==> src/rtl/fifo_fault_pkg.sv <==
package fifo_fault_pkg;
  // Kinds of FIFO misuse; the value is the offset inside the type field.
  typedef enum logic [1:0] {
    KIND_WR_FULL    = 2'd0,
    KIND_RD_EMPTY   = 2'd1,
    KIND_FULL_EMPTY = 2'd2
  } fault_kind_e;

  localparam int unsigned NUM_KINDS   = 3;
  localparam int unsigned STS_W       = 32;
  localparam int unsigned DEF_SRC     = 16;
  localparam int unsigned DEF_KIND_LSB = 28;
endpackage

==> src/rtl/fifo_fault_detect.sv <==
module fifo_fault_detect
  import fifo_fault_pkg::*;
#(
  parameter int unsigned NUM_SRC = DEF_SRC
) (
  input  logic [NUM_SRC-1:0]   wr_i,
  input  logic [NUM_SRC-1:0]   rd_i,
  input  logic [NUM_SRC-1:0]   full_i,
  input  logic [NUM_SRC-1:0]   empty_i,
  output logic [NUM_SRC-1:0]   src_hit_o,
  output logic [NUM_KINDS-1:0] kind_hit_o
);
  logic [NUM_SRC-1:0] ovf;
  logic [NUM_SRC-1:0] unf;
  logic [NUM_SRC-1:0] bad;

  for (genvar i = 0; i < NUM_SRC; i++) begin : g_src
    assign ovf[i]       = wr_i[i] & full_i[i];
    assign unf[i]       = rd_i[i] & empty_i[i];
    assign bad[i]       = full_i[i] & empty_i[i];
    assign src_hit_o[i] = ovf[i] | unf[i] | bad[i];
  end

  always_comb begin
    kind_hit_o                       = '0;
    kind_hit_o[int'(KIND_WR_FULL)]    = |ovf;
    kind_hit_o[int'(KIND_RD_EMPTY)]   = |unf;
    kind_hit_o[int'(KIND_FULL_EMPTY)] = |bad;
  end
endmodule

==> src/rtl/fault_sticky_bank.sv <==
module fault_sticky_bank #(
  parameter int unsigned WIDTH = 16
) (
  input  logic             clk,
  input  logic             rst_n,
  input  logic [WIDTH-1:0] set_i,
  input  logic             clr_en_i,
  input  logic [WIDTH-1:0] keep_i,
  output logic [WIDTH-1:0] q_o
);
  logic [WIDTH-1:0] q_d;
  logic [WIDTH-1:0] clr_mask;
  logic             upd_en;

  // Next state: new faults take priority over the software clear.
  always_comb begin
    clr_mask = clr_en_i ? ~keep_i : '0;
    q_d      = set_i | (q_o & ~clr_mask);
    upd_en   = clr_en_i | (|set_i);
  end

  always_ff @(posedge clk or negedge rst_n) begin
    if (!rst_n)      q_o <= '0;
    else if (upd_en) q_o <= q_d;
  end

  // a bit being set this cycle is set next cycle regardless of clear
  assert_set_priority_R8: assert property (@(posedge clk) disable iff (!rst_n)
    (|set_i) |=> ((q_o & $past(set_i)) == $past(set_i)));

  // a clear with no new fault leaves exactly the kept bits
  assert_clear_mask_R7: assert property (@(posedge clk) disable iff (!rst_n)
    (clr_en_i && set_i == '0) |=> (q_o == ($past(q_o) & $past(keep_i))));
endmodule

==> src/rtl/fifo_fault_status.sv <==
module fifo_fault_status
  import fifo_fault_pkg::*;
#(
  parameter int unsigned NUM_SRC  = DEF_SRC,
  parameter int unsigned KIND_LSB = DEF_KIND_LSB
) (
  input  logic               clk,
  input  logic               rst_n,
  input  logic [NUM_SRC-1:0] fifo_wr_i,
  input  logic [NUM_SRC-1:0] fifo_rd_i,
  input  logic [NUM_SRC-1:0] fifo_full_i,
  input  logic [NUM_SRC-1:0] fifo_empty_i,
  input  logic               sw_wr_i,
  input  logic [STS_W-1:0]   sw_wdata_i,
  output logic [STS_W-1:0]   err_code_o,
  output logic               irq_fifo_err_o
);
  // NUM_SRC must stay at or below KIND_LSB so sources and types do not overlap.
  localparam logic [STS_W-1:0] SRC_MASK  = {{(STS_W-NUM_SRC){1'b0}}, {NUM_SRC{1'b1}}};
  localparam logic [STS_W-1:0] KIND_MASK =
    {{(STS_W-NUM_KINDS){1'b0}}, {NUM_KINDS{1'b1}}} << KIND_LSB;
  localparam logic [STS_W-1:0] RSVD_MASK = ~(SRC_MASK | KIND_MASK);

  logic [NUM_SRC-1:0]   src_hit;
  logic [NUM_KINDS-1:0] kind_hit;
  logic [NUM_SRC-1:0]   src_q;
  logic [NUM_KINDS-1:0] kind_q;
  logic                 unused_wdata;

  assign unused_wdata = ^(sw_wdata_i & RSVD_MASK);

  fifo_fault_detect #(.NUM_SRC(NUM_SRC)) u_detect (
    .wr_i      (fifo_wr_i),
    .rd_i      (fifo_rd_i),
    .full_i    (fifo_full_i),
    .empty_i   (fifo_empty_i),
    .src_hit_o (src_hit),
    .kind_hit_o(kind_hit)
  );

  fault_sticky_bank #(.WIDTH(NUM_SRC)) u_src_bank (
    .clk     (clk),
    .rst_n   (rst_n),
    .set_i   (src_hit),
    .clr_en_i(sw_wr_i),
    .keep_i  (sw_wdata_i[NUM_SRC-1:0]),
    .q_o     (src_q)
  );

  fault_sticky_bank #(.WIDTH(NUM_KINDS)) u_kind_bank (
    .clk     (clk),
    .rst_n   (rst_n),
    .set_i   (kind_hit),
    .clr_en_i(sw_wr_i),
    .keep_i  (sw_wdata_i[KIND_LSB +: NUM_KINDS]),
    .q_o     (kind_q)
  );

  always_comb begin
    err_code_o                        = '0;
    err_code_o[NUM_SRC-1:0]           = src_q;
    err_code_o[KIND_LSB +: NUM_KINDS] = kind_q;
  end

  assign irq_fifo_err_o = |src_q;

  // write into a full FIFO flags the write-when-full type
  assert_wr_full_type_R2: assert property (@(posedge clk) disable iff (!rst_n)
    (|(fifo_wr_i & fifo_full_i)) |=> err_code_o[KIND_LSB + int'(KIND_WR_FULL)]);

  // read from an empty FIFO flags the read-when-empty type
  assert_rd_empty_type_R3: assert property (@(posedge clk) disable iff (!rst_n)
    (|(fifo_rd_i & fifo_empty_i)) |=> err_code_o[KIND_LSB + int'(KIND_RD_EMPTY)]);

  // full and empty together flags the state type
  assert_full_empty_type_R4: assert property (@(posedge clk) disable iff (!rst_n)
    (|(fifo_full_i & fifo_empty_i)) |=> err_code_o[KIND_LSB + int'(KIND_FULL_EMPTY)]);

  // without faults or writes the word does not move
  assert_quiet_R5: assert property (@(posedge clk) disable iff (!rst_n)
    (!sw_wr_i && src_hit == '0) |=> $stable(err_code_o));

  // no bit drops without a software write
  assert_sticky_R6: assert property (@(posedge clk) disable iff (!rst_n)
    !sw_wr_i |=> (($past(err_code_o) & ~err_code_o) == '0));

  // every faulting source shows up
  assert_all_sources_R9: assert property (@(posedge clk) disable iff (!rst_n)
    (|src_hit) |=> ((err_code_o[NUM_SRC-1:0] & $past(src_hit)) == $past(src_hit)));

  // reserved bits read zero
  assert_reserved_zero_R10: assert property (@(posedge clk) disable iff (!rst_n)
    (err_code_o & RSVD_MASK) == '0);

  // a fault raises the interrupt on the next clock
  assert_irq_raise_R11: assert property (@(posedge clk) disable iff (!rst_n)
    (|src_hit) |=> irq_fifo_err_o);
endmodule

==> config.mk <==
export PLATFORM = sky130hd
export DESIGN_NAME = fifo_fault_status
export DESIGN_NICKNAME = d
export VERILOG_FILES = /design/src/rtl/fifo_fault_pkg.sv /design/src/rtl/fifo_fault_detect.sv /design/src/rtl/fault_sticky_bank.sv /design/src/rtl/fifo_fault_status.sv
export SDC_FILE = /design/constraint.sdc
export NUM_CORES = 1
export LEC_CHECK = 0
export ABC_AREA = 1
export ABC_CLOCK_PERIOD_IN_PS = 1000
export BUFFER_PORTS_ARGS = -buffer_cell sky130_fd_sc_hd__buf_2
export CORE_UTILIZATION = 25
export CTS_CLUSTER_DIAMETER = 150
export CTS_CLUSTER_SIZE = 24
export DETAILED_ROUTE_END_ITERATION = 16
export GPL_ROUTABILITY_DRIVEN = 0
export PLACE_DENSITY = 0.71
export SYNTH_ARGS = -nofsm -noshare
export SYNTH_HDL_FRONTEND = slang
export SYNTH_SLANG_ARGS = --single-unit
export TNS_END_PERCENT = 10
==> constraint.sdc <==
create_clock -name clk -period 1 [get_ports clk]
set_input_delay 0 -clock clk [delete_from_list [all_inputs] [get_ports clk]]
set_output_delay 0 -clock clk [all_outputs]
set_load 0.02 [all_outputs]
* Yosys cells after proc, flatten, opt, wreduce, memory -nomap -nowiden
Index checks and enable logic that the tools add are counted.
W data, S select, Z words.
** Operators by class
- Multiplexer cells :: 2
- Bitwise logic cells :: 90
- Reductions and logical operators :: 6
** Operator list (number)
- $reduce_or A16 Y1 :: 5
- $and A1 B1 Y1 :: 48
- $reduce_or A48 Y1 :: 1
- $or A1 B1 Y1 :: 34
- $not A16 Y16 :: 2
- $and A16 B16 Y16 :: 1
- $mux W16 :: 1
- $or A16 B16 Y16 :: 1
- $not A3 Y3 :: 2
- $and A3 B3 Y3 :: 1
- $mux W3 :: 1
- $or A3 B3 Y3 :: 1
** Word-level totals
- Flip-flop bits (word level) :: 19
- Input port bits :: 99

* Logic depth before layout (Yosys ltp)
- Word-level depth :: 5
- Mapped depth :: 6

* Cells and area by module
A second synthesis with hierarchy kept.
** Second synthesis, totals
- Cells, all modules :: 266
- Area, all modules :: 1527.7 um2
** Modules (own cells, without submodules)
- fault_sticky_bank at u_src_bank :: instances 1, cells each 98, area an instance 757.0 um2
- fifo_fault_detect :: instances 1, cells each 121, area an instance 481.7 um2
- fifo_fault_status :: instances 1, cells each 29, area an instance 157.7 um2
- fault_sticky_bank at u_kind_bank :: instances 1, cells each 18, area an instance 131.4 um2

* Worst setup path after synthesis
No wires, ideal clock.
- Path kind :: flip-flop to output port
- Start point :: register u_src_bank.q_o[12]
- End point :: output irq_fifo_err_o
- Arrival time :: 0.959 ns
- Required time :: 1.000 ns
- Path slack :: 0.041 ns
- Cell stages (with the launch flop) :: 4
- Buffers on the path :: 0
- Cell sequence :: dfrtp_1 > nor2_1 > nand4_1 > or2_1
** On the way
- Cells in the longest elaborated chain, start to end :: 1
** Ends and longest elaborated chain
- start: declaration :: RTL line fault_sticky_bank.sv:9 : output logic [WIDTH-1:0] q_o
- start signal: assignment :: RTL line fault_sticky_bank.sv:24 : else if (upd_en) q_o <= q_d;
- $reduce_or A16 Y1 :: RTL line fifo_fault_status.sv:65 : assign irq_fifo_err_o = |src_q;
- end: declaration :: RTL line fifo_fault_status.sv:16 : output logic irq_fifo_err_o
Every way passes these cells.

* Worst setup path after layout
Ends and elaborated chain as after synthesis.

==> impl_metrics.json <==
{
  "status": "finished with violations",
  "violations": "negative setup slack",
  "worstPathCellList": "nor2_1 > nand4_1 > or2_1 > buf_6",
  "grt_pass1_wl_um": 6680,
  "cpPeakStageDelay_ns": 0.38,
  "crit_fanout": 2,
  "grt_max_degree": 20,
  "fillers": 448,
  "cp.required_ns": 1.00,
  "cts_buffers": 3,
  "period_minus_slack_ns": 1.24,
  "num-nets-final": 412,
  "core_region_area_um2": 4500,
  "netlist_area_um2": 1210,
  "dpl_cell_area_um2": 1820,
  "root_buffer": "clkbuf_8",
  "worstSetupEndpointType": "output port",
  "route.met2.wl_um": 2240,
  "finalSetupViolations": 6,
  "final_common_cell": "buf_2",
  "max_freq_ghz": 0.806,
  "hold_violations": 0,
  "setup_tns_ns": -0.452,
  "route.met3.wl_um": 306,
  "final_cell_area_um2": 2180,
  "finalCritPeriodShare_pct": 124,
  "clock_sinks": 19,
  "hold_class": "in2reg",
  "h-tree-depth": 1,
  "drcViolationCount": 0,
  "irDropWorstVdd_mv": 0.437,
  "drt-wirelength-per-cell_um": 11.7,
  "drtAntennaViolNets": 0,
  "top_layer_used": "met4",
  "pwr-share-clk_pct": 24.1,
  "via_per_inst": 4.54,
  "place_hpwl_um": 3330,
  "dr.pass1.iters": 4,
  "p_leak_uw": 0.00109,
  "met1_length_um": 1640,
  "cts_buffer_depth": 2,
  "rsz0062_at_grt": "true",
  "rows": 24,
  "diodes": 0,
  "ys.warnings.count": 0,
  "netSwitchingFraction_pct": 30.6,
  "cts_tree": "done",
  "clk_pin_slew_ns": 0.07,
  "powerDensity_nw_per_um2": 969,
  "die_x_um": 71.6,
  "die_h_um": 71.6,
  "drtIter0Drc": 35,
  "critPathLaunchType": "flip-flop",
  "cp_top_family": "simple AND/OR/NAND/NOR gates",
  "final_cell_mix": "buf_2, nand2_1, nand4_1",
  "die_area_um2": 5130,
  "crit_buf_inv": 1,
  "grt_remaining_overflow": 0,
  "vias": 1652,
  "skew_ns": 0,
  "critPathKind": "reg2out",
  "grt_pass1_vias": 1577,
  "ios": 132,
  "port_buffers": 105,
  "ys_seq_elements": 19,
  "syn_area_per_cell_um2": 7.34,
  "critPathArrivalTime_ns": 1.24,
  "intPower_uw": 1470,
  "p_seq_share_pct": 39.9,
  "syn_inst": 165,
  "drt_wl_total_um": 4280,
  "switchingPower_uw": 648,
  "seq_area_frac_synth_pct": 39.3,
  "initial_core_util_pct": 26.9,
  "grt_antenna_before_repair": 0,
  "grt.total_usage_pct": 16.8,
  "slew_violations": 0,
  "yosysUniqueCellTypes": 12,
  "cap_violations": 0,
  "area_growth_pct": 80.4,
  "crit_slowest_cell": "dfrtp_1",
  "clkLatencyLatePin_ns": 0.25,
  "drive_gt1_share_pct": 45.5,
  "fin_ws_ns": -0.240,
  "combPwrFrac_pct": 36.0
}
[worst min-delay path, delay by kind of cell]
kind	cells	cell delay (ns)
and+or+nand+nor	1	0.07
buffers and inverters	1	0.09
AOI/OAI and AO/OA	1	0.05
[through the flow]
step | total power [µW] | cells | hold slack [ns] | setup WS [ns] | utilization (%)
6_report | 2120 | 364 | 0.00158 | -0.240 | 48.5
5_1_grt | 2270 | 364 | 0.00174 | -0.309 | 48.5
4_1_cts | 2110 | 360 | 0.000363 | -0.271 | 47.1
3_5_place_dp | 1500 | 331 | -0.0348 | -0.0318 | 40.4
3_3_place_gp | 1490 | 331 | -0.0444 | -0.00782 | 40.4
2_1_floorplan | 1190 | 177 | -0.296 | 0.0407 | -
[area by class of cell]
| cell class | instances | area (µm²) | share of cell area (%) |
|---|---|---|---|
| clock inverters | 1 | 5.00 | 0.229 |
| well taps | 52 | 65.1 | 2.98 |
| flip-flops and latches | 19 | 475 | 21.8 |
| repair buffers | 145 | 918 | 42.0 |
| multi-input cells | 143 | 676 | 30.9 |
| clock buffers | 3 | 41.3 | 1.89 |
| inverters | 1 | 3.75 | 0.172 |
[layer usage]
metal | track usage, % | vias up
met4 | 6.32 | 0
met5 | 0 | -
met2 | 32.5 | 91
met3 | 2.39 | 8
met1 | 18.4 | 721
li1 | - | 832
[logic make-up (layout without fill, tap and decap cells)]
family          count (synthesis)  in the layout  share of synthesized area, %
flops                          19             19                          39.3
simple gates                  111            111                          39.6
compound gates                 19             19                          11.6
other cells                     1             13                         0.310
buf+inv                        15            150                          9.30
[final timing paths]
path	start	end	slack (ns)	cells past startpoint
min in group asynchronous	rst_n	u_src_bank.q_o[14]$_DFFE_PN0P_	0.23	2
min	sw_wdata_i[11]	u_src_bank.q_o[11]$_DFFE_PN0P_	0.002	3
max reg2reg	u_src_bank.q_o[3]$_DFFE_PN0P_	u_src_bank.q_o[3]$_DFFE_PN0P_	-0.03	5
max	u_src_bank.q_o[12]$_DFFE_PN0P_	irq_fifo_err_o	-0.24	4
min reg2reg	u_src_bank.q_o[0]$_DFFE_PN0P_	u_src_bank.q_o[0]$_DFFE_PN0P_	0.55	2
max in group asynchronous	rst_n	u_src_bank.q_o[0]$_DFFE_PN0P_	0.47	2
[power by group through the flow]
| stage | registers, µW | logic, µW | clock network [µW] |
|---|---|---|---|
| after floorplan | 928 | 266 | 0 |
| after global placement | 859 | 632 | 0 |
| final | 845 | 763 | 510 |
| after CTS | 843 | 727 | 542 |
| after detailed placement | 862 | 638 | 0 |
| after global routing | 852 | 835 | 583 |
[what timing repair did]
| item | 4_1_cts | 5_1_grt |
|---|---|---|
| hold buffers | 21 | 0 |
| endpoints found under the setup margin | 1 | 3 |
| resized for setup | 4 | 11 |
| hold endpoints to repair | 32 | 0 |
| buffers inserted | 4 | 4 |
| pin swaps | 4 | 4 |
[synthesized netlist by cell type, drive strengths merged]
master / number / area (µm²)
nand2: 66 / 248
nand4: 24 / 150
nor2: 20 / 75.1
dfrtp: 19 / 475
o21ai: 16 / 118
buf: 14 / 109
o21a: 3 / 22.5
conb: 1 / 3.75
inv: 1 / 3.75
or2: 1 / 6.26
[flip-flops by register name, indices dropped and copies added (netlist names)]
name and flops:
u_src_bank.q_o 16, u_kind_bank.q_o 3
Note: power is estimated with default switching activity, not from simulation.
